$ cat src/rtl/fdt_timer.sv
module fdt_timer #(
  parameter int CNT_W = 16,
  parameter int SYNC_STAGES = 2,
  parameter logic [CNT_W-1:0] STOP_VAL = {CNT_W{1'b1}}
) (
  input  logic             clk,
  input  logic             rst_n,
  input  logic             carrier_in,
  input  logic             rx_data_in,
  input  logic             sw_start,
  input  logic [CNT_W-1:0] delay_val,
  input  logic [CNT_W-1:0] frame_end_val,
  input  logic [2:0]       flag_clr,
  output logic [CNT_W-1:0] count,
  output logic             running,
  output logic             tx_start,
  output logic [2:0]       match_flags
);

  // [SYNC_STAGES-1] is the synchronized level, [SYNC_STAGES] its previous value
  logic [SYNC_STAGES:0] car_sh, dat_sh;

  always_ff @(posedge clk or negedge rst_n) begin
    if (!rst_n) begin
      car_sh <= '0;
      dat_sh <= '1;
    end else begin
      car_sh <= {car_sh[SYNC_STAGES-1:0], carrier_in};
      dat_sh <= {dat_sh[SYNC_STAGES-1:0], rx_data_in};
    end
  end

  wire tick = car_sh[SYNC_STAGES-1] & ~car_sh[SYNC_STAGES];
  wire fall = dat_sh[SYNC_STAGES] & ~dat_sh[SYNC_STAGES-1];
  wire trig = fall | sw_start;
  wire adv  = running & tick & ~trig;

  wire [CNT_W-1:0] cnt_nxt = count + 1'b1;
  wire hit_dly  = adv & (cnt_nxt == delay_val);
  wire hit_fend = adv & (cnt_nxt == frame_end_val);
  wire hit_stop = adv & (cnt_nxt == STOP_VAL);

  always_ff @(posedge clk or negedge rst_n) begin
    if (!rst_n) begin
      count    <= '0;
      running  <= 1'b0;
      tx_start <= 1'b0;
    end else if (trig) begin
      count    <= '0;
      running  <= 1'b1;
      tx_start <= 1'b0;
    end else if (adv) begin
      count <= cnt_nxt;
      if (hit_stop) begin
        running  <= 1'b0;
        tx_start <= 1'b0;
      end else if (hit_dly) begin
        tx_start <= 1'b1;
      end
    end
  end

  always_ff @(posedge clk or negedge rst_n) begin
    if (!rst_n) match_flags <= '0;
    else        match_flags <= (match_flags & ~flag_clr) | {hit_stop, hit_fend, hit_dly};
  end

endmodule

$ cat config.mk
export PLATFORM = sky130hd
export DESIGN_NAME = fdt_timer
export DESIGN_NICKNAME = d
export VERILOG_FILES = /design/src/rtl/fdt_timer.sv
export SDC_FILE = /design/constraint.sdc
export NUM_CORES = 1
export LEC_CHECK = 0
export ABC_AREA = 1
export BUFFER_PORTS_ARGS = -buffer_cell sky130_fd_sc_hd__buf_2
export CELL_PAD_IN_SITES_DETAIL_PLACEMENT = 1
export CELL_PAD_IN_SITES_GLOBAL_PLACEMENT = 2
export CORE_AREA = 2 2 83 104
export DETAILED_ROUTE_END_ITERATION = 8
export DIE_AREA = 0 0 85 106
export PLACE_DENSITY = 0.82
export SLEW_MARGIN = 0
export SYNTH_ARGS = -nofsm -noshare
export SYNTH_HDL_FRONTEND = slang
export SYNTH_SLANG_ARGS = --single-unit
$ cat constraint.sdc
create_clock -name clk -period 1.96 [get_ports clk]
set_input_delay 0.098 -clock clk [delete_from_list [all_inputs] [get_ports clk]]
set_output_delay 0.098 -clock clk [all_outputs]
set_load 0.02 [all_outputs]
---- Word-level counts from Yosys, hierarchy flattened ----
Index checks and enable logic that the tools add are counted.
storage, ports and cells
  word-level logic and storage cells ...... 38
  register bits after elaboration ......... 27
cells by class
  bitwise operators ....................... 14
  $add $sub $neg .......................... 1
  multiplexer cells ....................... 9
  eq/ne operators ......................... 3
  reductions and logical operators ........ 5
operators with widths
  operator                                                         number
  16-bit == test                                                   2
  16-bit two-way mux                                               2
  16-bit by 1-bit adder with 16-bit output, second input constant  1
  16-bit == test, second input constant                            1
  1-bit AND                                                        7
  1-bit two-way mux                                                7
  2-bit AND reduction                                              2
  2-bit nonzero test                                               2
  3-bit AND                                                        1
  1-bit NOT                                                        3
  3-bit NOT                                                        1
  3-bit bitwise OR                                                 1
  3-bit nonzero test                                               1
  1-bit bitwise OR                                                 1

---- Logic depth before layout (Yosys ltp) ----
  depth after elaboration ................. 10
  mapped depth ............................ 14

---- Worst setup path before layout ----
Ideal clock, no wire load.
  path kind ............................... flip-flop to flip-flop
  from .................................... register count[0]
  to ...................................... register running
  arrival time ............................ 1.742 ns
  cell stages (with the launch flop) ...... 13
  data required time ...................... 1.826 ns
  slack ................................... 0.084 ns
  path buffers ............................ 0
  clock period less this slack ............ 1.876 ns
  cell sequence ........................... dfrtp_1 -> ha_1 -> nand2_2 -> nor2_4 -> nand2_1 -> nand2_1 -> nand2_1 -> nor2_1 -> nand2_1 -> nor2_1 -> nand3_1 -> nand2_1 -> o21ai_1
between the ends
  word-level cells in the longest chain between the ends .. 5
ends and longest elaborated chain
  item                                      RTL line  RTL
  from (decl)                               14        output logic [CNT_W-1:0] count,
  from (signal assigned)                    53        count <= cnt_nxt;
  16-bit by 1-bit adder with 16-bit output  38        wire [CNT_W-1:0] cnt_nxt = count + 1'b1;
  16-bit == test                            41        wire hit_stop = adv & (cnt_nxt == STOP_VAL);
  1-bit AND                                 41
  2-bit nonzero test (no line)              -
  2-bit AND reduction (no line)             -
  to (signal assigned)                      46        running <= 1'b0;
  to (signal assigned)                      50        running <= 1'b1;
  to (signal assigned)                      55        running <= 1'b0;
  to (decl)                                 15        output logic running,
No other way between the ends.
A chain may end at the register's enable or synchronous reset.

---- Worst setup path after layout ----
  from .................................... register count[0]
  to ...................................... register match_flags[1]
between the ends
  word-level cells in the longest chain between the ends .. 4
ends and longest elaborated chain
  item                                      RTL line  RTL
  16-bit by 1-bit adder with 16-bit output  38
  16-bit == test                            40        wire hit_fend = adv & (cnt_nxt == frame_end_val);
  1-bit AND                                 40
  3-bit bitwise OR                          65        else match_flags <= (match_flags & ~flag_clr) | {hit_stop, hit_fend, hit_dly};
  to (signal assigned)                      65
  to (decl)                                 17        output logic [2:0] match_flags
No other way between the ends.

==> impl_results.md <==
- DP Area: 0.002749 sq mm
- Netlist cell types: 29
- Commonest cells after routing, fill and taps aside: nand2_1 (76), buf_2 (60), inv_1 (43)
- Detailed-route vias per instance: 4.800
- Die W: 85 um
- Final setup viols: 0
- # rows: 37
- Buf/Inv on CP: 1
- Critical Path Fanout Max: 5
- Final worst path period share: 98.42%
- Setup TNS: 0 ns
- DRT Pass-1 Iters: 4
- Hold Path Class: primary input to flop
- Worst ir drop on vdd: 0.3241 mV
- Starting Density: 26.02%
- Post-route cell area: 0.003144 sq mm
- Vias in the first global route: 2,667
- Synth Area per Inst: 6.714 sq um
- MaxCap Viol Count: 0
- Final hold viol count: 0
- Routed WL: 7807 um
- Cell area after synthesis: 0.002108 sq mm
- Fmax achieved: 518.4 MHz
- GRT overflow: 0
- Number of flops mapped to enable cells by yosys: 0
- Non-filler cells, final: 521
- Status: finished, final reports clean
- Num CTS Buffers: 3
- CP max-delay cell: dfrtp_2
- WL/cell: 14.98 um
- IO Pins: 61
- Asr flop ratio synth: 100.0%
- Mapped Cells: 314
- Clock-pin slew on the worst setup and hold paths: 0.10 ns
- Crit path launch type: flop
- Max clock buf depth: 2
- Power density cells: 347.6 mW/mm^2
- Clock Skews: 0.001811 ns
- Diodes inserted: 0
- Slew Limit Fails: 0
- Syn nets: 356
- First-pass GRT wire length: 12,820 um
- Combinational Power Share: 16.3%
- Largest net degree at the start of global routing: 28
- Register bit total from synthesis: 27
- Psw: 298.5 uW
- CTS tree: built
- Die area: 0.009010 sq mm
- Fin nets: 467
- Routability cong.: 0.8652
- CP Class: flop to flop
- Share of cells above drive strength 1: 42.22%
- Post-Place Cells: 498
- Post-route ant nets: 0
- Int Power: 794.5 uW
- Sequential power share: 52.6%
- Min Tclk post-route: 1.929 ns
- Crit-path leading delay family: simple AND/OR/NAND/NOR gates
- Worst path cell trace: ha_4 > nand2_4 > nor2_4 > nand2_2 > nand2_4 > nand2_4 > buf_6 > o22ai_4 > nor2_2 > nand3b_1 > nor2_1 > nand3_1 > nand2_1
- Die H: 106 um
- CP most frequent cell: nand2_4
- H-Tree Depth: 1
- Worst Max-Slew Pin Slew: 0.6523 ns
- CTS root buf: clkbuf_8
- Clk pwr share: 31.1%
- CTS Sinks: 27
- Area Overhead vs Synth: 49.14%
- RSZ-0062 raised after global routing: true
- Crit path required time: 2.14 ns
- Sequential element share of the synthesized area: 32.23%
- Placed wire-length estimate: 6334 um
- Most common cell after layout, fill and taps aside: nand2_1
- Switch share: 27.31%
- Clock Latency Late Sink: 0.28 ns
- Vias: 2,501
- DRC Markers: 0
- Leak: 1.524 nW
- Main synth FF type: dfrtp_1
- Synth Warn #: 0
- Arr. time, crit path: 2.11 ns
- Biggest cell delay along the critical path: 0.43 ns
- Port bufs: 60
- Post-route core utilization: 38.81%
- Initial antenna violation count: 0
- Slew margin rel.: 56.51%
- Tot GR Track Use: 17.74%
- Crit. End Element: flop
- Initial DRC Count: 87
- Core Box Area: 0.008102 sq mm
## power groups by stage
| stage | combinational [mW] | sequential (mW) | clock (mW) |
|---|---|---|---|
| final | 0.178 | 0.575 | 0.340 |
| after global routing | 0.200 | 0.577 | 0.373 |
| after global placement | 0.157 | 0.584 | 0 |
| after detailed placement | 0.159 | 0.585 | 0 |
| after CTS | 0.172 | 0.574 | 0.356 |
| after floorplan | 0.0651 | 0.588 | 0 |
## worst min-delay path: stages
cell	delay, ns
buf_2	0.08
inv_1	0.03
nand2_1	0.04
nand2_1	0.04
## per-layer routing
metal	routed length [um]	vias up	GRT usage, %
met4	40	0	3.175
met5	0	-	0
li1	-	1241	-
met3	182	2	1.475
met1	3143	1226	20.80
met2	4441	32	34.71
## flip-flops by register name (all words and copies together), names as in the netlist
name and flops:
dat_sh 3, count 16, match_flags 3, car_sh 3, running 1, tx_start 1
## repair_timing
action                                 in CTS  in global routing
hold buffers                                5                  0
pin swaps                                   6                 23
buffers inserted                            4                 10
resized for setup                           6                 45
endpoints found under the hold margin      28                  0
setup endpoints to repair                   5                  5
## stage by stage
stage | setup WS [ns] | power [mW] | hold slack (ns)
3_5_place_dp | -0.1008 | 0.7447 | 0.1597
2_1_floorplan | 0.08393 | 0.6530 | -0.1976
6_report | 0.03097 | 1.093 | 0.04054
3_3_place_gp | -0.07099 | 0.7413 | 0.1539
4_1_cts | -0.02208 | 1.103 | 0.03743
5_1_grt | -0.08299 | 1.149 | 0.05499
## final timing paths
path,depth (start not counted),slack [ns],to,startpoint
setup / recovery,13,0.03,match_flags[1],count[0]
hold / removal,4,0.04,match_flags[1],flag_clr[1]
setup reg to reg,13,0.03,match_flags[1],count[0]
hold reg to reg,0,0.36,car_sh[1],car_sh[0]
max in group asynchronous,2,1.13,count[3],rst_n
min in group asynchronous,2,0.37,match_flags[1],rst_n
## logic make-up (layout without fill, tap and decap cells)
logic type / Yosys count / after routing / share of synthesized area (%)
compound gates: 25 / 25 / 6.884
fa+ha+maj: 2 / 2 / 1.187
buf+inv: 50 / 160 / 9.257
xor+xnor: 12 / 12 / 4.985
simple gates: 198 / 198 / 45.46
flops: 27 / 27 / 32.23
## area by class of cell
type                       instances  area [sq um]
multi-input combinational        237          1400
timing repair buffer             109         708.2
clock inverter                     1         7.507
clock buffer                       3         41.29
inverter                          47         176.4
sequential                        27         689.4
tap                               97         121.4
fill                            1034          4957
## synth_stat cells (all sizes together), types with 3 or more instances
library cell,number,area share (%)
dfstp,3,3.7
nand4,14,4.2
nand3b,3,1.1
or2,3,0.89
inv,47,8.4
o22ai,14,4.2
nor2,32,8.2
dfrtp,24,28
nand3,45,12
nand2,98,19
nor3,3,0.71
xor2,5,2.1
o21ai,8,1.9
xnor2,7,2.9
No activity file was read; power rests on OpenSTA's default activity.
